==> src/rtl/rxr_pkg.sv <==
`timescale 1ns/1ps
package rxr_pkg;
  typedef enum logic [1:0] {ST_IDLE, ST_DATA, ST_SKIP, ST_HDR} rxr_state_e;
  localparam int HDR_BYTES = 4;
  localparam int CRC_PAD   = 4;
  localparam logic [7:0] RX_GOOD = 8'h01;
endpackage

==> src/rtl/rxr_space_chk.sv <==
`timescale 1ns/1ps
module rxr_space_chk #(
  parameter int PG_W      = 8,
  parameter int OFF_W     = 8,
  parameter int MAX_FRAME = 1514
) (
  input  logic [PG_W-1:0] start_pg,
  input  logic [PG_W-1:0] stop_pg,
  input  logic [PG_W-1:0] bnd_pg,
  input  logic [PG_W-1:0] cur_pg,
  output logic            room_ok
);
  localparam int AW   = PG_W + OFF_W;
  localparam int NEED = MAX_FRAME + rxr_pkg::HDR_BYTES;
  localparam logic [AW:0] NEED_B = (AW+1)'(NEED);

  logic [AW:0] ring_b, cur_b, bnd_b, gap_b, avail_b;

  always_comb begin
    ring_b  = {1'b0, stop_pg, {OFF_W{1'b0}}} - {1'b0, start_pg, {OFF_W{1'b0}}};
    cur_b   = {1'b0, cur_pg, {OFF_W{1'b0}}};
    bnd_b   = {1'b0, bnd_pg, {OFF_W{1'b0}}};
    gap_b   = '0;
    avail_b = '0;
    room_ok = 1'b0;
    if (stop_pg > start_pg) begin
      if (cur_pg < bnd_pg) begin
        avail_b = bnd_b - cur_b;
        room_ok = (avail_b >= NEED_B);
      end else begin
        gap_b = cur_b - bnd_b;
        if (gap_b <= ring_b) begin
          avail_b = ring_b - gap_b;
          room_ok = (avail_b >= NEED_B);
        end
      end
    end
  end
endmodule

==> src/rtl/rxr_next_page.sv <==
`timescale 1ns/1ps
module rxr_next_page #(
  parameter int PG_W  = 8,
  parameter int OFF_W = 8,
  parameter int LEN_W = 16
) (
  input  logic [PG_W-1:0]  cur_pg,
  input  logic [PG_W-1:0]  start_pg,
  input  logic [PG_W-1:0]  stop_pg,
  input  logic [LEN_W-1:0] frm_len,
  output logic [PG_W-1:0]  nxt_pg
);
  localparam int SW = (LEN_W > PG_W ? LEN_W : PG_W) + 2;

  logic [SW-1:0] span, pages, raw, fold;

  always_comb begin
    span  = SW'(frm_len) + SW'(rxr_pkg::HDR_BYTES + rxr_pkg::CRC_PAD)
          + SW'((1 << OFF_W) - 1);
    pages = span >> OFF_W;
    raw   = SW'(cur_pg) + pages;
    if (raw >= SW'(stop_pg))
      fold = raw - (SW'(stop_pg) - SW'(start_pg));
    else
      fold = raw;
    nxt_pg = fold[PG_W-1:0];
  end
endmodule

==> src/rtl/rxr_ring_writer.sv <==
`timescale 1ns/1ps
module rxr_ring_writer
  import rxr_pkg::*;
#(
  parameter int PG_W      = 8,
  parameter int OFF_W     = 8,
  parameter int LEN_W     = 16,
  parameter int MAX_FRAME = 1514
) (
  input  logic                  clk,
  input  logic                  rst,
  input  logic [PG_W-1:0]       cfg_start_pg,
  input  logic [PG_W-1:0]       cfg_stop_pg,
  input  logic [PG_W-1:0]       cfg_bnd_pg,
  input  logic                  cmd_halt,
  input  logic                  cur_ld,
  input  logic [PG_W-1:0]       cur_ld_pg,
  input  logic                  irq_clr,
  input  logic                  frm_sof,
  input  logic                  frm_valid,
  input  logic                  frm_eof,
  input  logic [7:0]            frm_data,
  output logic                  mem_we,
  output logic [PG_W+OFF_W-1:0] mem_addr,
  output logic [7:0]            mem_wdata,
  output logic [PG_W-1:0]       cur_pg,
  output logic [7:0]            rx_stat,
  output logic                  rx_irq,
  output logic                  rx_drop
);
  localparam int AW = PG_W + OFF_W;
  localparam logic [OFF_W-1:0] ZOFF = '0;

  rxr_state_e       state;
  logic [AW-1:0]    wptr;
  logic [LEN_W-1:0] len_q;
  logic [1:0]       hidx;
  logic             room_ok;
  logic [PG_W-1:0]  nxt_pg;
  logic [LEN_W-1:0] stored_len;
  logic [AW-1:0]    first_a;
  logic             sof_hit;

  rxr_space_chk #(.PG_W(PG_W), .OFF_W(OFF_W), .MAX_FRAME(MAX_FRAME)) u_space (
    .start_pg(cfg_start_pg), .stop_pg(cfg_stop_pg), .bnd_pg(cfg_bnd_pg),
    .cur_pg(cur_pg), .room_ok(room_ok)
  );

  rxr_next_page #(.PG_W(PG_W), .OFF_W(OFF_W), .LEN_W(LEN_W)) u_next (
    .cur_pg(cur_pg), .start_pg(cfg_start_pg), .stop_pg(cfg_stop_pg),
    .frm_len(len_q), .nxt_pg(nxt_pg)
  );

  function automatic logic [AW-1:0] step(input logic [AW-1:0] p,
                                         input logic [PG_W-1:0] s,
                                         input logic [PG_W-1:0] e);
    logic [AW-1:0] n;
    n = p + 1'b1;
    if (n == {e, ZOFF}) n = {s, ZOFF};
    return n;
  endfunction

  assign stored_len = len_q + LEN_W'(HDR_BYTES);
  assign first_a    = {cur_pg, ZOFF} + AW'(HDR_BYTES);
  assign sof_hit    = frm_valid && frm_sof && (state == ST_IDLE);

  always_ff @(posedge clk) begin
    if (rst) begin
      state     <= ST_IDLE;
      wptr      <= '0;
      len_q     <= '0;
      hidx      <= '0;
      mem_we    <= 1'b0;
      mem_addr  <= '0;
      mem_wdata <= '0;
      cur_pg    <= '0;
      rx_stat   <= '0;
      rx_irq    <= 1'b0;
      rx_drop   <= 1'b0;
    end else begin
      mem_we  <= 1'b0;
      rx_drop <= 1'b0;
      if (irq_clr) rx_irq <= 1'b0;
      case (state)
        ST_IDLE: begin
          if (sof_hit) begin
            if (room_ok && !cmd_halt) begin
              mem_we    <= 1'b1;
              mem_addr  <= first_a;
              mem_wdata <= frm_data;
              wptr      <= step(first_a, cfg_start_pg, cfg_stop_pg);
              len_q     <= LEN_W'(1);
              hidx      <= '0;
              state     <= frm_eof ? ST_HDR : ST_DATA;
            end else begin
              rx_drop <= 1'b1;
              state   <= frm_eof ? ST_IDLE : ST_SKIP;
            end
          end else if (cur_ld) begin
            cur_pg <= cur_ld_pg;
          end
        end
        ST_DATA: begin
          if (frm_valid) begin
            mem_we    <= 1'b1;
            mem_addr  <= wptr;
            mem_wdata <= frm_data;
            wptr      <= step(wptr, cfg_start_pg, cfg_stop_pg);
            len_q     <= len_q + 1'b1;
            if (frm_eof) begin
              hidx  <= '0;
              state <= ST_HDR;
            end
          end
        end
        ST_SKIP: begin
          if (frm_valid && frm_eof) state <= ST_IDLE;
        end
        ST_HDR: begin
          mem_we   <= 1'b1;
          mem_addr <= {cur_pg, ZOFF} + AW'(hidx);
          case (hidx)
            2'd0:    mem_wdata <= RX_GOOD;
            2'd1:    mem_wdata <= 8'(nxt_pg);
            2'd2:    mem_wdata <= stored_len[7:0];
            default: mem_wdata <= 8'(stored_len >> 8);
          endcase
          hidx <= hidx + 1'b1;
          if (hidx == 2'd3) begin
            cur_pg  <= nxt_pg;
            rx_irq  <= 1'b1;
            rx_stat <= RX_GOOD;
            state   <= ST_IDLE;
          end
        end
        default: state <= ST_IDLE;
      endcase
    end
  end


  addr_in_ring_chk: assert property (@(posedge clk) disable iff (rst)
    mem_we |-> (mem_addr >= {cfg_start_pg, ZOFF} && mem_addr < {cfg_stop_pg, ZOFF}));


  drop_quiet_chk: assert property (@(posedge clk) disable iff (rst)
    rx_drop |-> !mem_we);


  sof_when_idle_chk: assert property (@(posedge clk) disable iff (rst)
    (frm_valid && frm_sof) |-> (state == ST_IDLE));


  cur_move_chk: assert property (@(posedge clk) disable iff (rst)
    (cur_pg != $past(cur_pg) && !$past(cur_ld)) |-> (rx_irq && rx_stat == RX_GOOD));


  drop_keeps_cur_chk: assert property (@(posedge clk) disable iff (rst)
    rx_drop |=> $stable(cur_pg));
endmodule

==> config.mk <==
export PLATFORM = sky130hd
export DESIGN_NAME = rxr_ring_writer
export DESIGN_NICKNAME = d
export VERILOG_FILES = /design/src/rtl/rxr_pkg.sv /design/src/rtl/rxr_space_chk.sv /design/src/rtl/rxr_next_page.sv /design/src/rtl/rxr_ring_writer.sv
export SDC_FILE = /design/constraint.sdc
export NUM_CORES = 1
export LEC_CHECK = 0
export BUFFER_PORTS_ARGS = -buffer_cell sky130_fd_sc_hd__buf_2
export CAP_MARGIN = 10
export CORE_MARGIN = 1.5
export CORE_UTILIZATION = 55
export CTS_BUF_LIST = sky130_fd_sc_hd__clkbuf_4 sky130_fd_sc_hd__clkbuf_8
export DETAILED_ROUTE_END_ITERATION = 7
export PLACE_DENSITY = 0.77
export SLEW_MARGIN = 20
export SYNTH_ARGS = -nofsm -noshare
export SYNTH_HDL_FRONTEND = slang
export SYNTH_SLANG_ARGS = --single-unit
export TNS_END_PERCENT = 20
==> constraint.sdc <==
create_clock -name clk -period 9.9 [get_ports clk]
set_clock_uncertainty 0.15 [all_clocks]
set_input_delay 0.495 -clock clk [delete_from_list [all_inputs] [get_ports clk]]
set_output_delay 0.495 -clock clk [all_outputs]
set_load 0.1 [all_outputs]
==> impl_metrics.ini <==
[cts]
cts_sinks = 72
path_clk_slew_ps = 90
post_cts_buffers = 0
ctsHoldBuffers = 0
cts_max_level = 3
cts_root_buffer = clkbuf_8
cts_resized = 0
cts_buffer_depth = 2
cts_tree = done
clock_latency_ps = 380
cts_buffers = 9

[timing]
hold_viol = 0
fmax_ghz = 0.167
setup_violations = 0
slew_headroom = 0.402
fin_crit_ps = 5980
setup_tns_ps = 0
timing.hold.ws_ps = 234
max_slew.worst_pin.slew_ps = 890
final_max_slew_viol_count = 0
fin_crit_sh = 0.604
rsz0062_at_grt = no

[finish]
nNetsFinal = 1141
fin_util = 0.615
final_cells = 1191
layout_commonest_cell = nor2_1
most-common-layout-cells = 96 x nor2_1, 83 x buf_2, 80 x a21oi_1
drive_above_1_share = 0.129
area_delta_synth_final_pct = 8.96
diodes = 0
num-fill-cells = 1238

[yosys]
synth-edff-count = 0
synth_cell_type_count = 83
ys.warnings.count = 0
ys.flop_type = dfxtp_1
postSynthAreaPerCell_um2 = 7.72
synthesis.area_um2 = 7470
async_reset_ff_frac = 0
syn_inst = 967
ys_ff_latch = 72
seq_area_frac_synth = 0.193

[die]
die_x_um = 120
die-area_um2 = 14300
io_pins = 91
rows = 42
chipHeight_um = 120
core-area_um2 = 13200
start_util = 0.564

[flow_run]
max_cap_viol_count = 0

[worst_setup_path]
cpPeakStageDelay_ps = 630
cp-start-kind = flip-flop
end_kind = flip-flop
cp_cell_sequence = ha_1 -> xnor2_1 -> a41o_1 -> a41o_1 -> a21oi_1 -> nor3b_1 -> xor2_1 -> ha_1 -> nand2_1 -> o21ai_0 -> a21oi_1 -> xnor2_1 -> ha_1 -> o2111ai_1 -> a21oi_1 -> a2111o_1 -> nor2_2 -> mux2_2 -> a31o_2
worstSetupPathType = flip-flop to flip-flop
slowest_stage = nor2_2
cp.arrival_ps = 6110
critical_path.max_fanout = 13
crit_required_ps = 10030

[pwr]
total_power_mw = 1.07
p_leak_nw = 3.48
irDropWorstVdd_mv = 0.0928
power_density_nw_per_um2 = 131

[worst_hold_path]
hold_path.class = input port to flip-flop

[place]
dp_hpwl_um = 16300
gp_congestion = 0.969
io_buffers = 83
post-place-cells = 1175

[grt]
grt.total_usage = 0.296
grt_pass1_wl_um = 34000
grt_pass1_vias = 6788
grt-ovfl-total = 0
grt_max_degree = 66
antenna_found_initial = 0

[route]
first_pass_iters = 7
drt_iter0_markers = 515
viasPerCell = 6.10
wl_um = 21000
vias = 7268
ant_nets = 0
wl_per_cell_um = 17.7
drc = 0

[outcome]
status = completed
==> worst max-delay path, delay by kind of cell (launching register included) <==
kind,cells,cell delay (ps)
AOI/OAI and AO/OA,9,2030
xor gates and xnor gates,3,600
adders and majority gates,3,1050
DFF,1,610
muxes,1,410
and+or+nand+nor,3,1020
==> metal layers <==
layer	wire (um)	vias to the layer above	track usage
li1	-	3541	-
met1	9170	3404	0.384
met2	9830	269	0.491
met3	1200	54	0.0380
met4	826	0	0.132
met5	0	-	0
==> final cells by class <==
class | count | area [um2] | area share
repair buffers | 88 | 453 | 0.0556
flip-flops and latches | 72 | 1440 | 0.177
clock buffers | 10 | 131 | 0.0161
clock inverters | 6 | 140 | 0.0172
multi-input cells | 762 | 5460 | 0.671
inverters | 77 | 289 | 0.0355
well taps | 176 | 220 | 0.0271
==> power by group <==
part	total [mW]	internal, mW	switching (mW)
Sequential	0.317	0.301	0.0167
Clock	0.327	0.198	0.129
Combinational	0.421	0.147	0.274
Total	1.07	0.645	0.420
==> synthesized netlist by cell type, types with 8 or more instances <==
| master | count | area, um2 |
|---|---|---|
| nor2_1 | 96 | 360 |
| a21oi_1 | 80 | 400 |
| inv_1 | 77 | 289 |
| dfxtp_1 | 72 | 1440 |
| ha_1 | 71 | 888 |
| nand2_1 | 58 | 218 |
| xnor2_1 | 46 | 403 |
| o21ai_0 | 33 | 165 |
| clkbuf_1 | 31 | 116 |
| nand3_1 | 28 | 140 |
| nor3_1 | 23 | 115 |
| a21o_1 | 22 | 165 |
| a211oi_1 | 21 | 158 |
| xor2_1 | 21 | 184 |
| o31ai_1 | 18 | 135 |
| or4_1 | 18 | 135 |
| mux2i_1 | 17 | 170 |
| nor2b_1 | 16 | 100 |
| nand2b_1 | 14 | 87.6 |
| a31oi_1 | 13 | 81.3 |
| buf_4 | 12 | 90.1 |
| fa_1 | 12 | 240 |
| buf_2 | 11 | 55.1 |
| nand4_1 | 10 | 62.6 |
| and3_1 | 8 | 50.1 |
==> worst paths after layout <==
kind / startpoint / endpoint / slack [ps] / cells past startpoint
worst max register to register: len_q[4] / mem_wdata[0] / 3920 / 19
worst max-delay path: len_q[4] / mem_wdata[0] / 3920 / 19
worst min register to register: rx_irq / rx_irq / 330 / 2
worst min-delay path: irq_clr / rx_irq / 230 / 3
==> logic make-up after synthesis <==
kind of cell             count (synthesis)  share of synthesized area
AO/OA/AOI/OAI                          267                      0.245
other                                    1                   0.000502
adder cells (fa/ha/maj)                 83                      0.151
buffers and inverters                  139                     0.0789
multiplexers                            25                     0.0363
AND/OR/NAND/NOR                        311                      0.211
XOR/XNOR                                69                     0.0846
flip-flops                              72                      0.193
==> state kept, by name, indices dropped and copies added, names as in the netlist <==
signal,flops
len_q,16
mem_addr,16
wptr,16
cur_pg,8
mem_wdata,8
hidx,2
state,2
mem_we,1
rx_drop,1
rx_irq,1
rx_stat,1
==> stage by stage <==
stage               cell area, um2  setup WS (ps)
finish                        8140           3920
global route                  8140           3490
CTS                           8140           4010
detailed placement            7870           4060
global placement              7870           4270
floorplan                     7490           4960
Power figures use the tool's default switching activity.
